==> config.mk <==
export PLATFORM = sky130hd
export DESIGN_NAME = ps2_rx_frame
export DESIGN_NICKNAME = d
export VERILOG_FILES = /design/src/rtl/ps2_rx_frame.sv
export SDC_FILE = /design/constraint.sdc
export NUM_CORES = 1
export LEC_CHECK = 0
export BUFFER_PORTS_ARGS = -buffer_cell sky130_fd_sc_hd__buf_2
export CAP_MARGIN = 20
export CORE_ASPECT_RATIO = 0.7
export CORE_MARGIN = 1.5
export CORE_UTILIZATION = 40
export DETAILED_ROUTE_END_ITERATION = 10
export GPL_TIMING_DRIVEN = 0
export HOLD_SLACK_MARGIN = 0.05
export PLACE_DENSITY_LB_ADDON = 0.1
export SETUP_SLACK_MARGIN = 0.3
export SLEW_MARGIN = 10
export SYNTH_ARGS = -nofsm -noshare
export SYNTH_HDL_FRONTEND = slang
export SYNTH_SLANG_ARGS = --single-unit
==> constraint.sdc <==
create_clock -name clk -period 2.9 [get_ports clk]
set_input_delay 0.29 -clock clk [delete_from_list [all_inputs] [get_ports clk]]
set_output_delay 0.29 -clock clk [all_outputs]
set_load 0.03 [all_outputs]
==> src/rtl/ps2_rx_frame.sv <==
module ps2_rx_frame #(
  parameter int          CLK_HZ     = 125_000_000,
  parameter int          TIMEOUT_US = 100,
  parameter int          DEPTH_LOG2 = 4,
  parameter logic [7:0]  RESEND_CMD = 8'hFE
) (
  input  logic       clk,
  input  logic       rst_n,
  input  logic       ps2_clk_i,
  input  logic       ps2_dat_i,
  input  logic       busy_i,
  input  logic       pop_i,
  output logic       byte_vld_o,
  output logic [7:0] byte_o,
  output logic       resend_o,
  output logic [7:0] resend_byte_o,
  output logic       q_empty_o,
  output logic [7:0] q_data_o
);
  localparam int TO_CYC = (CLK_HZ / 1_000_000) * TIMEOUT_US;
  localparam int TW     = $clog2(TO_CYC);
  localparam int DEPTH  = 1 << DEPTH_LOG2;
  localparam int AW     = DEPTH_LOG2;

  typedef enum logic [1:0] {S_START, S_DATA, S_PAR, S_STOP} st_t;

  logic [2:0]    csync;
  logic [1:0]    dsync;
  st_t           st;
  logic [7:0]    sh;
  logic [TW-1:0] tmr;
  logic [AW:0]   wp, rp;
  logic [7:0]    mem [DEPTH];

  wire fall    = csync[2] & ~csync[1] & ~busy_i;
  wire bit_in  = dsync[1];
  wire expired = (tmr == TW'(TO_CYC - 1));
  wire full    = (wp[AW] != rp[AW]) && (wp[AW-1:0] == rp[AW-1:0]);
  wire push    = fall && (st == S_STOP) && bit_in;

  assign q_empty_o     = (wp == rp);
  assign q_data_o      = mem[rp[AW-1:0]];
  assign resend_byte_o = RESEND_CMD;

  always_ff @(posedge clk) begin
    if (!rst_n) begin
      csync <= '1;
      dsync <= '1;
    end else begin
      csync <= {csync[1:0], ps2_clk_i};
      dsync <= {dsync[0], ps2_dat_i};
    end
  end

  always_ff @(posedge clk) begin
    if (!rst_n) begin
      st         <= S_START;
      sh         <= '0;
      tmr        <= '0;
      byte_vld_o <= 1'b0;
      byte_o     <= '0;
      resend_o   <= 1'b0;
    end else begin
      byte_vld_o <= 1'b0;
      resend_o   <= 1'b0;
      if (busy_i) begin
        st  <= S_START;
        tmr <= '0;
      end else if (fall) begin
        tmr <= '0;
        unique case (st)
          S_START: if (!bit_in) begin
            st <= S_DATA;
            sh <= 8'h80;
          end
          S_DATA: begin
            sh <= {bit_in, sh[7:1]};
            if (sh[0]) st <= S_PAR;
          end
          S_PAR: begin
            if (bit_in == ~^sh) st <= S_STOP;
            else begin
              st       <= S_START;
              resend_o <= 1'b1;
            end
          end
          S_STOP: begin
            st <= S_START;
            if (bit_in) begin
              byte_vld_o <= 1'b1;
              byte_o     <= sh;
            end
          end
        endcase
      end else if (expired) begin
        st <= S_START;
      end else begin
        tmr <= tmr + 1'b1;
      end
    end
  end

  always_ff @(posedge clk) begin
    if (!rst_n) begin
      wp <= '0;
      rp <= '0;
    end else begin
      if (push && !full) begin
        mem[wp[AW-1:0]] <= sh;
        wp              <= wp + 1'b1;
      end
      if (pop_i && !q_empty_o) rp <= rp + 1'b1;
    end
  end
endmodule

# After elaboration in Yosys (flattened, before gate mapping)
# Memories as Yosys holds them, arrays and structs flattened. A register that Yosys moved wholly into a read port is not among the register bits.
# Cells that the tools add are included.
[totals] mem_bits_rw=128 n_memories=1 out_inout_bits=27 regBits=49 inputBits=6
[classes] n_reduce_logical=18 bitwise=8 add_sub_neg=3 n_eq_ne=11 n_mux=15
[memory_table] memory="mem" depth=16 word_bits=8 rd=1 rd_clocked_by_memory_dff=1 wr=1 line="33" rtl="logic [7:0] mem [DEPTH];"
[ops] op="8-bit one-hot mux with 2 select lines" n=1
[ops] op="14-bit by 1-bit adder with 14-bit output, second input constant" n=1
[ops] op="14-bit equality test, second input constant" n=1
[ops] op="5-bit by 1-bit adder with 5-bit output, second input constant" n=2
[ops] op="2-bit two-way mux" n=5
[ops] op="4-bit two-way mux" n=2
[ops] op="8-bit two-way mux" n=1
[ops] op="2-bit one-hot mux with 4 select lines" n=1
[ops] op="4-bit AND reduction" n=2
[ops] op="4-bit OR reduction" n=2
[ops] op="8-bit XNOR reduction" n=1
[ops] op="3-bit != test, second input constant" n=2
[ops] op="1-bit inverter" n=6
[ops] op="5-bit equality test" n=1
[ops] op="1-bit logical AND" n=5
[ops] op="1-bit two-way mux" n=5
[ops] op="2-bit equality test, second input constant" n=2
[ops] op="4-bit equality test" n=1
[ops] op="2-bit nonzero test" n=2
[ops] op="3-bit AND reduction" n=1
[ops] op="3-bit OR reduction" n=1
[ops] op="1-bit AND" n=2
[ops] op="2-bit by 1-bit equality test with 1-bit output, second input constant" n=1
[ops] op="1-bit logical NOT" n=2
[ops] op="other kinds (5)" n=5

# Depth between registers and ports, before layout
[logic_depth] depth_word=9 mapped_depth=6

# Worst setup path after synthesis
# OpenSTA, ideal clock, no wires.
[synth_timing] kind="register to register" from="reg csync[1]" to="mem mem[1][0], enable pin" setup_time_ns=0.395 stages_incl_launch_ff=6 slack_ns=0.648 arrival_time_ns=1.857 period_less_slack_ns=2.252 required_ns=2.505 path_cell_list="dfxtp_1 -> nand2b_4 -> nor3_1 -> o21ai_2 -> buf_4 -> nor4_1"
[synth_via] elab_chain_cells=9
[synth_rtl] item="start, declared" line="27" rtl="logic [2:0] csync;"
[synth_rtl] item="start signal, assigned" line="50" rtl="csync <= {csync[1:0], ps2_clk_i};"
[synth_rtl] item="1-bit inverter" line="35" rtl="wire fall = csync[2] & ~csync[1] & ~busy_i;"
[synth_rtl] item="1-bit AND (2 in series)" line="35"
[synth_rtl] item="1-bit logical AND (2 in series)" line="39" rtl="wire push = fall && (st == S_STOP) && bit_in;"
[synth_rtl] item="1-bit logical AND" line="108" rtl="if (push && !full) begin"
[synth_rtl] item="1-bit two-way mux" line="108"
[synth_rtl] item="1-bit two-way mux" line="104" rtl="if (!rst_n) begin"
[synth_rtl] item="1-bit two-way mux (not written as such)" line="109" rtl="mem[wp[AW-1:0]] <= sh;"
[synth_rtl] item="end, declared" line="33"
# Every way passes these cells.

==> out/qor.yml <==
run_status:
  status: "finished, final reports clean"
sta:
  setup_viol: 0
  slew_headroom_pct: 36.3
  rsz0062_at_grt: "yes"
  fin_skew_ns: 0.0112
  maxSlewViolCount: 0
  hold_viol_final: 0
  post-route-period-util_pct: 89.4
  hold_ws_ns: 0.157
  max_freq_mhz: 386
  setup_ws_ns: 0.307
  worst_pin_slew_ns: 0.954
  fin_crit_ns: 2.59
routing:
  vias: 3837
  drtIter0Drc: 280
  first_pass_iters: 5
  drc_errors: 0
  routedWlPerCell_microns: 20.7
  ant_nets: 0
  viasPerCell: 5.14
  routed_wl_microns: 15500
floorplan:
  ios: 33
  fp-row-count: 41
  core_sq_um: 18000
  fp.dieH_microns: 116
  dieArea_sq_um: 19100
  die_w_microns: 165
  start_util_pct: 40.7
worst_hold_path:
  holdPathEnd: "wp[3]$_SDFFE_PN0P_"
  whs_path_depth: 3
  hold_start: "rst_n"
  hp-class: "primary input to register"
worst_setup_path:
  r2r_end: "mem[4][7]$_DFFE_PP_"
  crit_path_start_kind: "register"
  r2r_cells: 5
  endpoint_kind: "output port"
  timing.rr.start: "dsync[1]$_SDFF_PN1_"
  critPathKind: "register to output port"
  worstPathArrival_ns: 2.30
  crit_required_ns: 2.61
  rrSetupSlack_ns: 0.41
  cp_max_fo: 8
run:
  drv_cap: 0
synthesis:
  synth_area_per_cell_sq_um: 16.6
  syn_area_sq_um: 7310
  synth_top_cell_by_area: "edfxtp_1"
  synth.distinct_cells: 49
  yosys.cell_count.top_type: "edfxtp_1"
  ys_seq_elements: 181
  synth_edf_count: 128
  synth_cells: 440
  synth_top_area_share_pct: 52.6
  seq_area_frac_synth_pct: 67.1
  synth_common_cells: "edfxtp_1, dfxtp_1, nor2_1"
  async_flop_share_pct: 0
  synth_area_leaders: "edfxtp_1, dfxtp_1, mux4_1"
  ys_warn_count: 0
  synth_ff_type: "edfxtp_1"
clocking:
  clkLatencyLatePin_ns: 0.43
  cts.sinks: 181
  cts_buffers: 17
  clk_path_buf_depth: 2
  htreeDepth: 4
  clk_pin_slew_ns: 0.07
  cts_tree: "done"
  ctsRootBufferMaster: "clkbuf_16"
finish:
  antenna_cells: 0
  drive_gt1_share_pct: 24.9
  nets: 510
  regArea_sq_um: 4910
  synthToLayoutAreaGrowth_pct: 16.8
  utilization_pct: 47.5
  fillers: 1551
  multiInputGateArea_sq_um: 2230
pwr:
  vdd_drop_max_uv: 342
  p_leak_nw: 2.94
  power.density_nw_per_um2: 593
  total_power_w: 0.00507
placement:
  io_buffers: 24
  gp_congestion: 0.743
  place_hpwl_microns: 9940
  preCtsSetupSlack_ns: 0.406
global_route:
  antenna_found_initial: 1
  grt_max_degree: 22
  grt_pass1_wl_microns: 23200
  grt_pass1_vias: 3811
  grt_overflow: 0
  track_usage_pct: 17.4
==> registers in the layout, indices dropped and copies added, names as in the netlist, named ones only <==
signal and cells:
tmr 14, mem 128, st 2, byte_o 8, wp 5, csync 3, resend_o 1, dsync 2
rp 5, byte_vld_o 1, sh 8
==> critical path: stages, from the launching register on <==
cell	delay, ns
dfxtp_2	0.34
buf_12	0.16
clkbuf_16	0.17
mux4_2	0.51
mux4_2	0.51
buf_4	0.19
==> how the worst max path moves through the flow <==
| stage | cells past startpoint | from | endpoint | slack (ns) |
|---|---|---|---|---|
| 6_report | 5 | register | q_data_o[2] | 0.31 |
| 5_1_grt | 5 | rp[0]$_SDFFE_PN0N_ | mem[4][1]$_DFFE_PP_ | 0.21 |
| 4_1_cts | 5 | register | q_data_o[1] | 0.27 |
| 3_5_place_dp | 5 | wp[0]$_SDFFE_PN0P_ | mem[9][4]$_DFFE_PP_ | 0.41 |
| 3_3_place_gp | 5 | dsync[1]$_SDFF_PN1_ | mem[2][5]$_DFFE_PP_ | -0.40 |
| 2_1_floorplan | 5 | csync[1]$_SDFF_PN1_ | mem[1][0]$_DFFE_PP_ | 0.65 |
==> report_power, final <==
| group | switching [W] | total, W | leakage (nW) | internal [W] |
|---|---|---|---|---|
| sequential | 0.00000415 | 0.00274 | 1.73 | 0.00274 |
| clock | 0.000959 | 0.00227 | 0.285 | 0.00131 |
| combinational | 0.0000383 | 0.0000590 | 0.931 | 0.0000207 |
==> final cells by class <==
type	count	share of cell area, %
multi-input cells	232	26.1
clock inverters	13	1.52
clock buffers	19	5.31
flip-flops and latches	181	57.5
repair buffers	33	3.41
plain buffers	27	2.48
inverters	6	0.264
well taps	236	3.46
==> metal layers <==
metal  vias to the layer above  share of wire [%]  track usage, %
met1                      1918                 47            24.2
li1                       1804                  -               -
met5                         -                  0               0
met3                        15                6.1            4.87
met2                       100                 46            25.6
met4                         0                1.4            7.63
==> through the flow <==
stage	area [sq um]	TNS, ns	cells
after floorplan	7330	0	446
after global placement	7750	-10.78	706
after detailed placement	7820	0	710
after CTS	8410	0	744
after global routing	8540	0	747
final	8540	0	747
==> cell families (layout without fill, tap and decap cells) <==
kind of cell / Yosys count / after routing / share of synthesized area, %
buffers and inverters: 33 / 98 / 2.82
adders and majority gates: 6 / 6 / 1.03
and+or+nand+nor: 109 / 109 / 7.69
muxes: 51 / 51 / 15.1
AOI/OAI and AO/OA: 27 / 27 / 2.48
other: 2 / 8 / 0.103
xor gates and xnor gates: 31 / 31 / 3.71
DFF: 181 / 181 / 67.1
==> cells in the final DEF, fill, tap and decap left out, types with 3 or more instances in the layout <==
cell type   Yosys  layout
a22oi_1         7       7
clkinvlp_4      0       3
xnor2_1        17      17
buf_12          1       4
a21oi_1         4       4
buf_2           2      18
nor3_2          0       4
clkinv_2        0       6
clkbuf_16       0      20
nand4_1         3       3
inv_1           6       6
o21ai_0         4       4
nand2b_1        7       7
buf_6           1       7
nand3_1         5       5
mux4_1         24      11
and4_1          3       3
clkbuf_1        9       7
nor2_1         47      43
buf_4           9      14
conb_1          2       8
nand2_1        12      12
nor4_2          0       4
mux4_2         16      29
nor3_1          7       3
o211ai_1        4       4
ha_1            6       6
and3_1          6       6
dfxtp_1        53      52
xor2_1         14      14
edfxtp_1      128     128
mux2i_1        11      11
nor2_2          0       4
==> what timing repair did <==
item / CTS / global route
resized for setup: 22 / 24
cloned: 0 / 3
setup endpoints to repair: 8 / 72
setup buffers: 0 / 0
hold endpoints to repair: 2 / 0
hold buffers: 2 / 0
No activity file was read; power rests on OpenSTA's default activity.
